<file path="config.mk">
export PLATFORM = sky130hd
export DESIGN_NAME = msr_unit
export DESIGN_NICKNAME = d
export VERILOG_FILES = /design/src/rtl/msr_pkg.sv /design/src/rtl/msr_priv_check.sv /design/src/rtl/msr_op_unit.sv /design/src/rtl/msr_restore.sv /design/src/rtl/msr_unit.sv
export SDC_FILE = /design/constraint.sdc
export NUM_CORES = 1
export LEC_CHECK = 0
export BUFFER_PORTS_ARGS = -buffer_cell sky130_fd_sc_hd__buf_2
export CORE_ASPECT_RATIO = 0.7
export CORE_MARGIN = 4
export CORE_UTILIZATION = 35
export DETAILED_ROUTE_END_ITERATION = 16
export GPL_TIMING_DRIVEN = 0
export MAX_ROUTING_LAYER = met4
export PLACE_DENSITY_LB_ADDON = 0.2
export REMOVE_ABC_BUFFERS = 1
export SLEW_MARGIN = 20
export SYNTH_ARGS = -nofsm -noshare
export SYNTH_HDL_FRONTEND = slang
export SYNTH_SLANG_ARGS = --single-unit
</file>
<file path="constraint.sdc">
create_clock -name clk_i -period 1.5 [get_ports clk_i]
set_input_delay 0.375 -clock clk_i [delete_from_list [all_inputs] [get_ports clk_i]]
set_output_delay 0.375 -clock clk_i [all_outputs]
set_load 0.01 [all_outputs]
</file>
<file path="src/rtl/msr_pkg.sv">
package msr_pkg;
  typedef enum logic [2:0] {
    OP_NOP     = 3'd0,
    OP_CARRY   = 3'd1,
    OP_SET     = 3'd2,
    OP_CLR     = 3'd3,
    OP_LOAD    = 3'd4,
    OP_RET_INT = 3'd5,
    OP_RET_BRK = 3'd6,
    OP_RET_EXC = 3'd7
  } msr_op_e;

  typedef enum logic [1:0] {
    RK_NONE = 2'd0,
    RK_INT  = 2'd1,
    RK_BRK  = 2'd2,
    RK_EXC  = 2'd3
  } ret_kind_e;

  localparam int unsigned POS_IE    = 1;
  localparam int unsigned POS_CCOPY = 2;
  localparam int unsigned POS_BIP   = 3;
  localparam int unsigned POS_EE    = 8;
  localparam int unsigned POS_EIP   = 9;
  localparam int unsigned POS_VER   = 10;
  localparam int unsigned POS_UM    = 11;
  localparam int unsigned POS_VM    = 13;
  localparam int unsigned POS_CARRY = 31;
  localparam int unsigned NUM_MODE  = 2;

  function automatic int unsigned mode_pos(int unsigned k);
    return (k == 0) ? POS_UM : POS_VM;
  endfunction
endpackage

</file>
<file path="src/rtl/msr_priv_check.sv">
module msr_priv_check
  import msr_pkg::*;
#(
  parameter int unsigned XLEN   = 32,
  parameter int unsigned SAFE_A = 0,
  parameter int unsigned SAFE_B = 4
) (
  input  logic [2:0]      op_i,
  input  logic [XLEN-1:0] operand_i,
  input  logic            user_i,
  input  logic            exc_en_i,
  output logic            fault_o
);
  logic mask_safe;
  logic priv_op;

  always_comb begin
    mask_safe = (operand_i == XLEN'(SAFE_A)) || (operand_i == XLEN'(SAFE_B));
    unique case (msr_op_e'(op_i))
      OP_SET, OP_CLR:                       priv_op = !mask_safe;
      OP_LOAD, OP_RET_INT, OP_RET_BRK,
      OP_RET_EXC:                           priv_op = 1'b1;
      default:                              priv_op = 1'b0;
    endcase
    fault_o = user_i && exc_en_i && priv_op;
  end
endmodule

</file>
<file path="src/rtl/msr_op_unit.sv">
module msr_op_unit
  import msr_pkg::*;
#(
  parameter int unsigned XLEN = 32
) (
  input  logic [XLEN-1:0] msr_i,
  input  logic [2:0]      op_i,
  input  logic [XLEN-1:0] operand_i,
  input  logic            accept_i,
  output logic [XLEN-1:0] msr_o
);
  always_comb begin
    msr_o = msr_i;
    if (accept_i) begin
      unique case (msr_op_e'(op_i))
        OP_CARRY: begin
          msr_o[POS_CARRY] = operand_i[0];
          msr_o[POS_CCOPY] = operand_i[0];
        end
        OP_SET:  msr_o = msr_i | operand_i;
        OP_CLR:  msr_o = msr_i & ~operand_i;
        OP_LOAD: begin
          msr_o = operand_i;
          msr_o[POS_VER] = 1'b1;
        end
        default: msr_o = msr_i;
      endcase
    end
  end
endmodule

</file>
<file path="src/rtl/msr_restore.sv">
module msr_restore
  import msr_pkg::*;
#(
  parameter int unsigned XLEN = 32
) (
  input  logic            clk_i,
  input  logic            rst_ni,
  input  logic [2:0]      op_i,
  input  logic            accept_i,
  input  logic            slot_done_i,
  input  logic [XLEN-1:0] base_i,
  output logic [XLEN-1:0] msr_o
);
  ret_kind_e pend_q, new_kind;
  logic      commit;
  logic [XLEN-1:0] flagged;
  logic [XLEN-1:0] restored;

  always_comb begin
    unique case (msr_op_e'(op_i))
      OP_RET_INT: new_kind = RK_INT;
      OP_RET_BRK: new_kind = RK_BRK;
      OP_RET_EXC: new_kind = RK_EXC;
      default:    new_kind = RK_NONE;
    endcase
  end

  always_comb begin
    flagged = base_i;
    unique case (pend_q)
      RK_INT: flagged[POS_IE] = 1'b1;
      RK_BRK: flagged[POS_BIP] = 1'b0;
      RK_EXC: begin
        flagged[POS_EE]  = 1'b1;
        flagged[POS_EIP] = 1'b0;
      end
      default: ;
    endcase
  end

  // each mode bit takes its saved copy one position up
  for (genvar b = 0; b < XLEN; b++) begin : g_bit
    logic is_mode;
    always_comb begin
      is_mode = 1'b0;
      for (int unsigned k = 0; k < NUM_MODE; k++)
        if (mode_pos(k) == b) is_mode = 1'b1;
    end
    if (b + 1 < XLEN) begin : g_hi
      assign restored[b] = is_mode ? flagged[b+1] : flagged[b];
    end else begin : g_top
      assign restored[b] = flagged[b];
    end
  end

  assign commit = slot_done_i && (pend_q != RK_NONE);
  assign msr_o  = commit ? restored : base_i;

  always_ff @(posedge clk_i or negedge rst_ni) begin
    if (!rst_ni) begin
      pend_q <= RK_NONE;
    end else begin
      if (accept_i && new_kind != RK_NONE) pend_q <= new_kind;
      else if (commit)                     pend_q <= RK_NONE;
    end
  end
endmodule

</file>
<file path="src/rtl/msr_unit.sv">
module msr_unit
  import msr_pkg::*;
#(
  parameter int unsigned XLEN = 32
) (
  input  logic            clk_i,
  input  logic            rst_ni,
  input  logic [2:0]      op_i,
  input  logic [XLEN-1:0] operand_i,
  input  logic            user_i,
  input  logic            exc_en_i,
  input  logic            slot_done_i,
  output logic [XLEN-1:0] msr_o,
  output logic            carry_o,
  output logic            priv_fault_o
);
  logic [XLEN-1:0] msr_q, op_next, msr_d;
  logic            fault, fault_q;

  msr_priv_check #(.XLEN(XLEN)) priv_i (
    .op_i(op_i), .operand_i(operand_i), .user_i(user_i),
    .exc_en_i(exc_en_i), .fault_o(fault)
  );

  msr_op_unit #(.XLEN(XLEN)) opu_i (
    .msr_i(msr_q), .op_i(op_i), .operand_i(operand_i),
    .accept_i(!fault), .msr_o(op_next)
  );

  msr_restore #(.XLEN(XLEN)) rst_i (
    .clk_i(clk_i), .rst_ni(rst_ni), .op_i(op_i), .accept_i(!fault),
    .slot_done_i(slot_done_i), .base_i(op_next), .msr_o(msr_d)
  );

  always_ff @(posedge clk_i or negedge rst_ni) begin
    if (!rst_ni) begin
      msr_q   <= '0;
      fault_q <= 1'b0;
    end else begin
      msr_q   <= msr_d;
      fault_q <= fault;
    end
  end

  assign msr_o        = msr_q;
  assign carry_o      = msr_q[POS_CARRY];
  assign priv_fault_o = fault_q;
endmodule

</file>
Word-level counts from Yosys, hierarchy flattened
Index checks and enable logic that the tools add are counted. W data, S select, Z words.

$add $sub $neg: 0. $mul: 0. Div/mod/pow operators: 0. Magnitude comparators: 0. Equality and inequality tests: 12. Shift operators: 0. Multiplexer cells: 13. Bitwise logic cells: 3. Reductions and logical operators: 15.

Operators by type and width (count): $pmux W28 S3 (1); $and A32 B32 Y32 (1); $eq A32 B3 Y1 const B (1); $logic_not A32 Y1 (1); $mux W32 (1); $not A32 Y32 (1); $or A32 B32 Y32 (1); $mux W14 (1); $eq A3 B3 Y1 const B (4); $pmux W2 S3 (2); $pmux W1 S4 (2); $eq A3 B2 Y1 const B (2); $mux W2 (3); $reduce_bool A2 Y1 (3); $eq A2 B2 Y1 const B (2); $logic_and A1 B1 Y1 (4); $reduce_bool A4 Y1 (1); $reduce_or A4 Y1 (1); $eq A3 B1 Y1 const B (1); $eq A2 B1 Y1 const B (1); $logic_not A1 Y1 (2); $mux W1 (2); $ne A2 B1 Y1 const B (1); $pmux W1 S2 (1); 3 further kinds (3).

Register bits after elaboration: 35. Latch bits: 0. RAM bits: 0. Bits in read-only memories: 0. Output and inout bits: 34. Logic and storage cells: 47. Memories: 0.

Longest topological paths before layout
Depth after elaboration: 8. Mapped depth: 8. Mapped depth without buffers: 5.

Modules after synthesis
From an unflattened synthesis, not the netlist that was laid out.

Cell total of the unflattened synthesis: 269. Area total of the unflattened synthesis: 2493.6 um^2.

By module, submodules not included: msr_op_unit (times used 1, cells each 176, area each 1221.2 um^2, seq. area each 0.0 um^2); msr_unit (times used 1, cells each 35, area each 837.1 um^2, seq. area each 825.8 um^2); msr_restore (times used 1, cells each 44, area each 350.3 um^2, seq. area each 50.0 um^2); msr_priv_check (times used 1, cells each 14, area each 85.1 um^2, seq. area each 0.0 um^2).

Least setup slack after synthesis
No wires, ideal clock.

Kind: input -> register. From: input operand_i[12]. To: register msr_q[11] (netlist: msr_o[11]). Data arrival time: 1663 ps. Required time: 1372 ps. Setup slack: -291 ps. Cell stages on the path: 5. Cells stage by stage: nor4_1 > nand4_1 > nor3_4 > nor2_2 > mux2_1.

Longest elaborated chain between the ends: 7.

Ends and longest elaborated chain: start, declared (line msr_unit.sv:9) `input logic [XLEN-1:0] operand_i,`; $eq A32 B3 Y1 or $logic_not A32 Y1 (tied branches) (line msr_priv_check.sv:18) `mask_safe = (operand_i == XLEN'(SAFE_A)) || (operand_i == XLEN'(SAFE_B));`; $logic_or A1 B1 Y1 (line msr_priv_check.sv:18); $logic_not A1 Y1 (line msr_priv_check.sv:20) `OP_SET, OP_CLR: priv_op = !mask_safe;`; $pmux W1 S2 (line msr_priv_check.sv:19) `unique case (msr_op_e'(op_i))`; $logic_and A1 B1 Y1 (line msr_priv_check.sv:25) `fault_o = user_i && exc_en_i && priv_op;`; $ne A2 B1 Y1 (no source line) or $mux W32 (tied branches); $reduce_and A2 Y1 (no source line) or $mux W14 (tied branches); end signal, assigned (line msr_unit.sv:40) `msr_q <= msr_d;`; end, declared (line msr_unit.sv:17) `logic [XLEN-1:0] msr_q, op_next, msr_d;`.

Parallel ways exist; a longest one is shown, timed or not. The select of a mux whose other input is x is not followed. A chain may end at the register's enable or synchronous reset.

Final worst setup path
From: input operand_i[13]. To: register msr_q[21] (netlist: msr_o[21]).

Longest elaborated chain between the ends: 6.

Ends and longest elaborated chain: $eq A32 B3 Y1 or $logic_not A32 Y1 (tied branches) (line msr_priv_check.sv:18); $logic_or A1 B1 Y1 (*) (line msr_priv_check.sv:18); $logic_not A1 Y1 (*) (line msr_priv_check.sv:20); $pmux W1 S2 (*) (line msr_priv_check.sv:19); $logic_and A1 B1 Y1 (*) (line msr_priv_check.sv:25); $mux W32 (*) (line msr_op_unit.sv:14) `if (accept_i) begin`.

Every way passes the cells marked *; elsewhere a longest branch is shown, timed or not. The select of a mux whose other input is x is not followed.

==> summary.txt <==
Logic synthesis
  – Unique masters post-synth: 48
  – Syn. warnings: 0
  – Syn Inst Count: 196
  – Avg Cell Area, Syn: 10.1 sq um
  – Netlist Area Pre-Place: 1970 sq um
  – Post-synth EDFFs: 0
  – Share of synthesized registers carrying an async set or reset: 100%
  – FF+latch count, synth: 35
  – Ys flop type: dfrtp_1
  – Register area share after synthesis: 44.4%

Floorplan
  – I/O Pins: 74
  – DIE AREA: 6920 sq um
  – Die Ht: 70.8 um
  – Die Width: 97.7 um
  – Core region area: 5340 sq um
  – Row count: 22
  – Starting Density: 36.9%

STA
  – Number of setup violations in the final report: 31
  – Worst Tran Pin Value: 0.793 ns
  – Rel. slew slack: 47.1%
  – Slew Limit Fails: 0
  – Setup_tns: -4.61 ns
  – Worst setup margin: -0.215 ns
  – Final cycle utilization of the critical path: 114%
  – Unrepaired setup endpoints after global routing: yes
  – Endpoints failing hold: 0
  – Clock Skews: 0.000867 ns
  – Max Clk Rate: 583 MHz
  – Fin crit period: 1.72 ns

Setup path
  – Crit Path Class: input pin to flop
  – Slowest stage cell, crit path: nor4_4
  – CP startpoint kind: input pin
  – Delay-heaviest family, CP: simple AND/OR/NAND/NOR gates
  – Critical Path RT: 1.67 ns
  – CP Buf/Inv Count: 4
  – Worst Setup End Kind: flop
  – Cell mode on critical path: buf_12
  – CP peak stage delay: 0.30 ns
  – Worst-path maximum fanout: 5
  – Worst Path Arrival: 1.88 ns
  – Worst path cell trace: buf_8 -> nor4_4 -> nand4_1 -> buf_6 -> nor3_4 -> buf_12 -> buf_12 -> o22ai_2 -> a32o_1

Finish
  – Layout cell share with drive strength beyond 1: 50.3%
  – Storage element area: 876 sq um
  – Fillers: 491
  – ANT cells: 0
  – NumNets Final: 329
  – Commonest non-fill, non-tap cell in the layout: buf_2
  – Area growth from synthesis to layout: 54.3%
  – Most frequent cells in the layout: buf_2, dfrtp_1, a32o_1, buf_4, buf_6
  – Multi-input combinational cell area: 1250 sq um

GRT
  – First-pass GRT wire length: 11.0 mm
  – Number of global-route vias before repair: 2065
  – Gr ovfl total: 0
  – Largest net degree at the start of global routing: 36
  – Initial antenna violation count: 0
  – GRT Util Overall: 20.5%

Power and ir drop
  – Static Leak: 1.40 nW
  – Power per Cell Area: 894 nW/um^2
  – Total Power: 0.00272 W
  – Peak supply drop: 0.000344 V

Drt
  – Drt drc: 0
  – Post-route ant nets: 0
  – 1st-pass router iterations: 4
  – Starting DRC count in detailed routing: 176
  – Via/cell ratio: 5.71
  – Routed WL: 6.80 mm
  – Vias: 2068
  – Drt wl/cell: 18.8 um

Placed design
  – Post-DP HPWL: 4.01 mm
  – Number of port buffers: 73
  – Routability cong.: 0.801

Clock tree
  – Clock Path Buffers: 2
  – Worst-path clk slew: 0.07 ns
  – Root Buffer: clkbuf_8
  – Clock Sink Count: 35
  – Clk_lat worst skew: 0.28 ns
  – TritonCTS clock tree: done
  – Num CTS Buffers: 5
  – Hold bufs inserted after CTS: 0
  – # H-tree levels: 2

Worst hold path
  – Hold crit path type: input pin to asynchronous set/reset pin

Status
  – Failing checks: setup timing
  – Status: finished with violations

Flow run
  – Max cap viols: 0
repair_timing:
item                                    4_1_cts  5_1_grt
endpoints found under the setup margin       32       32
buffers inserted                             21        7
pin swaps                                    25       21
gates cloned                                  5        0
gates resized for setup                      57       15
layout make-up:
class	instances	area share, %
tap	72	2.96
clock inverter	1	0.164
timing repair buffer	100	23.7
multi-input combinational	140	41.0
sequential	35	28.8
inverter	7	0.863
clock buffer	7	2.51
sequential cells by signal (all words and copies together), names as in the netlist:
signal,cells
msr_o,32
priv_fault_o,1
rst_i.pend_q,2
final timing paths:
path | cells past startpoint | slack [ns] | end | startpoint
worst max-delay path | 9 | -0.22 | msr_o[21] | operand_i[13]
worst min-delay path | 1 | 0.17 | msr_o[8] | rst_ni
worst max register to register | 3 | 0.03 | msr_o[13] | rst_i.pend_q[0]
worst min register to register | 1 | 0.49 | msr_o[5] | msr_o[5]
max in group asynchronous | 1 | 0.82 | msr_o[18] | rst_ni
min in group clk_i | 2 | 0.35 | msr_o[17] | operand_i[17]
cells by family (layout without fill, tap and decap cells):
group                  Yosys count  count (layout)  share of synthesized area (%)
buffers and inverters           25             115                           6.35
DFF                             35              35                           44.4
and+or+nand+nor                 45              47                           13.2
muxes                            8               8                           4.31
AOI/OAI and AO/OA               83              85                           31.7
stage by stage:
| step | util (%) | hold slack (ns) | std cells | cell area [sq um] | worst slack (ns) |
|---|---|---|---|---|---|
| 2_1_floorplan | - | 0.0794 | 178 | 1870 | -0.798 |
| 3_3_place_gp | 43.6 | 0.470 | 323 | 2330 | -1.83 |
| 3_5_place_dp | 43.8 | 0.478 | 323 | 2340 | -1.43 |
| 4_1_cts | 55.4 | 0.204 | 357 | 2960 | -0.158 |
| 5_1_grt | 57.0 | 0.256 | 362 | 3040 | -0.282 |
| 6_report | 57.0 | 0.171 | 362 | 3040 | -0.215 |
power by group:
group	switching, W	internal, W
combinational	0.000444	0.000423
clock	0.000332	0.000326
sequential	0.000102	0.00109
total	0.000878	0.00184
synth_stat cells (3+ instances only):
library cell	number	area [sq um]
a21oi_1	11	55.1
a32o_1	22	220
buf_2	10	50.1
clkbuf_1	5	18.8
dfrtp_1	35	876
inv_1	7	26.3
mux2i_1	4	40.0
nand2_1	9	33.8
nand2b_1	3	18.8
nand3_1	5	25.0
nor2_1	3	11.3
nor2b_1	3	18.8
nor3_1	3	15.0
nor4_1	7	43.8
o21ai_0	5	25.0
o22ai_1	22	138
worst register-to-register path: cells and delay by family, from the launching register on:
kind               cells  cell delay (ns)
muxes                  2             0.63
DFF                    1             0.43
AOI/OAI and AO/OA      1             0.30
routing by layer:
layer | vias to the layer above | wire length [um] | global-route usage, %
met1 | 1030 | 3230 | 28.6
met4 | 0 | 40 | 4.76
met3 | 5 | 279 | 3.84
met5 | - | 0 | -
met2 | 46 | 3250 | 31.2
li1 | 987 | - | -
Note: power is estimated with default switching activity, not from simulation.
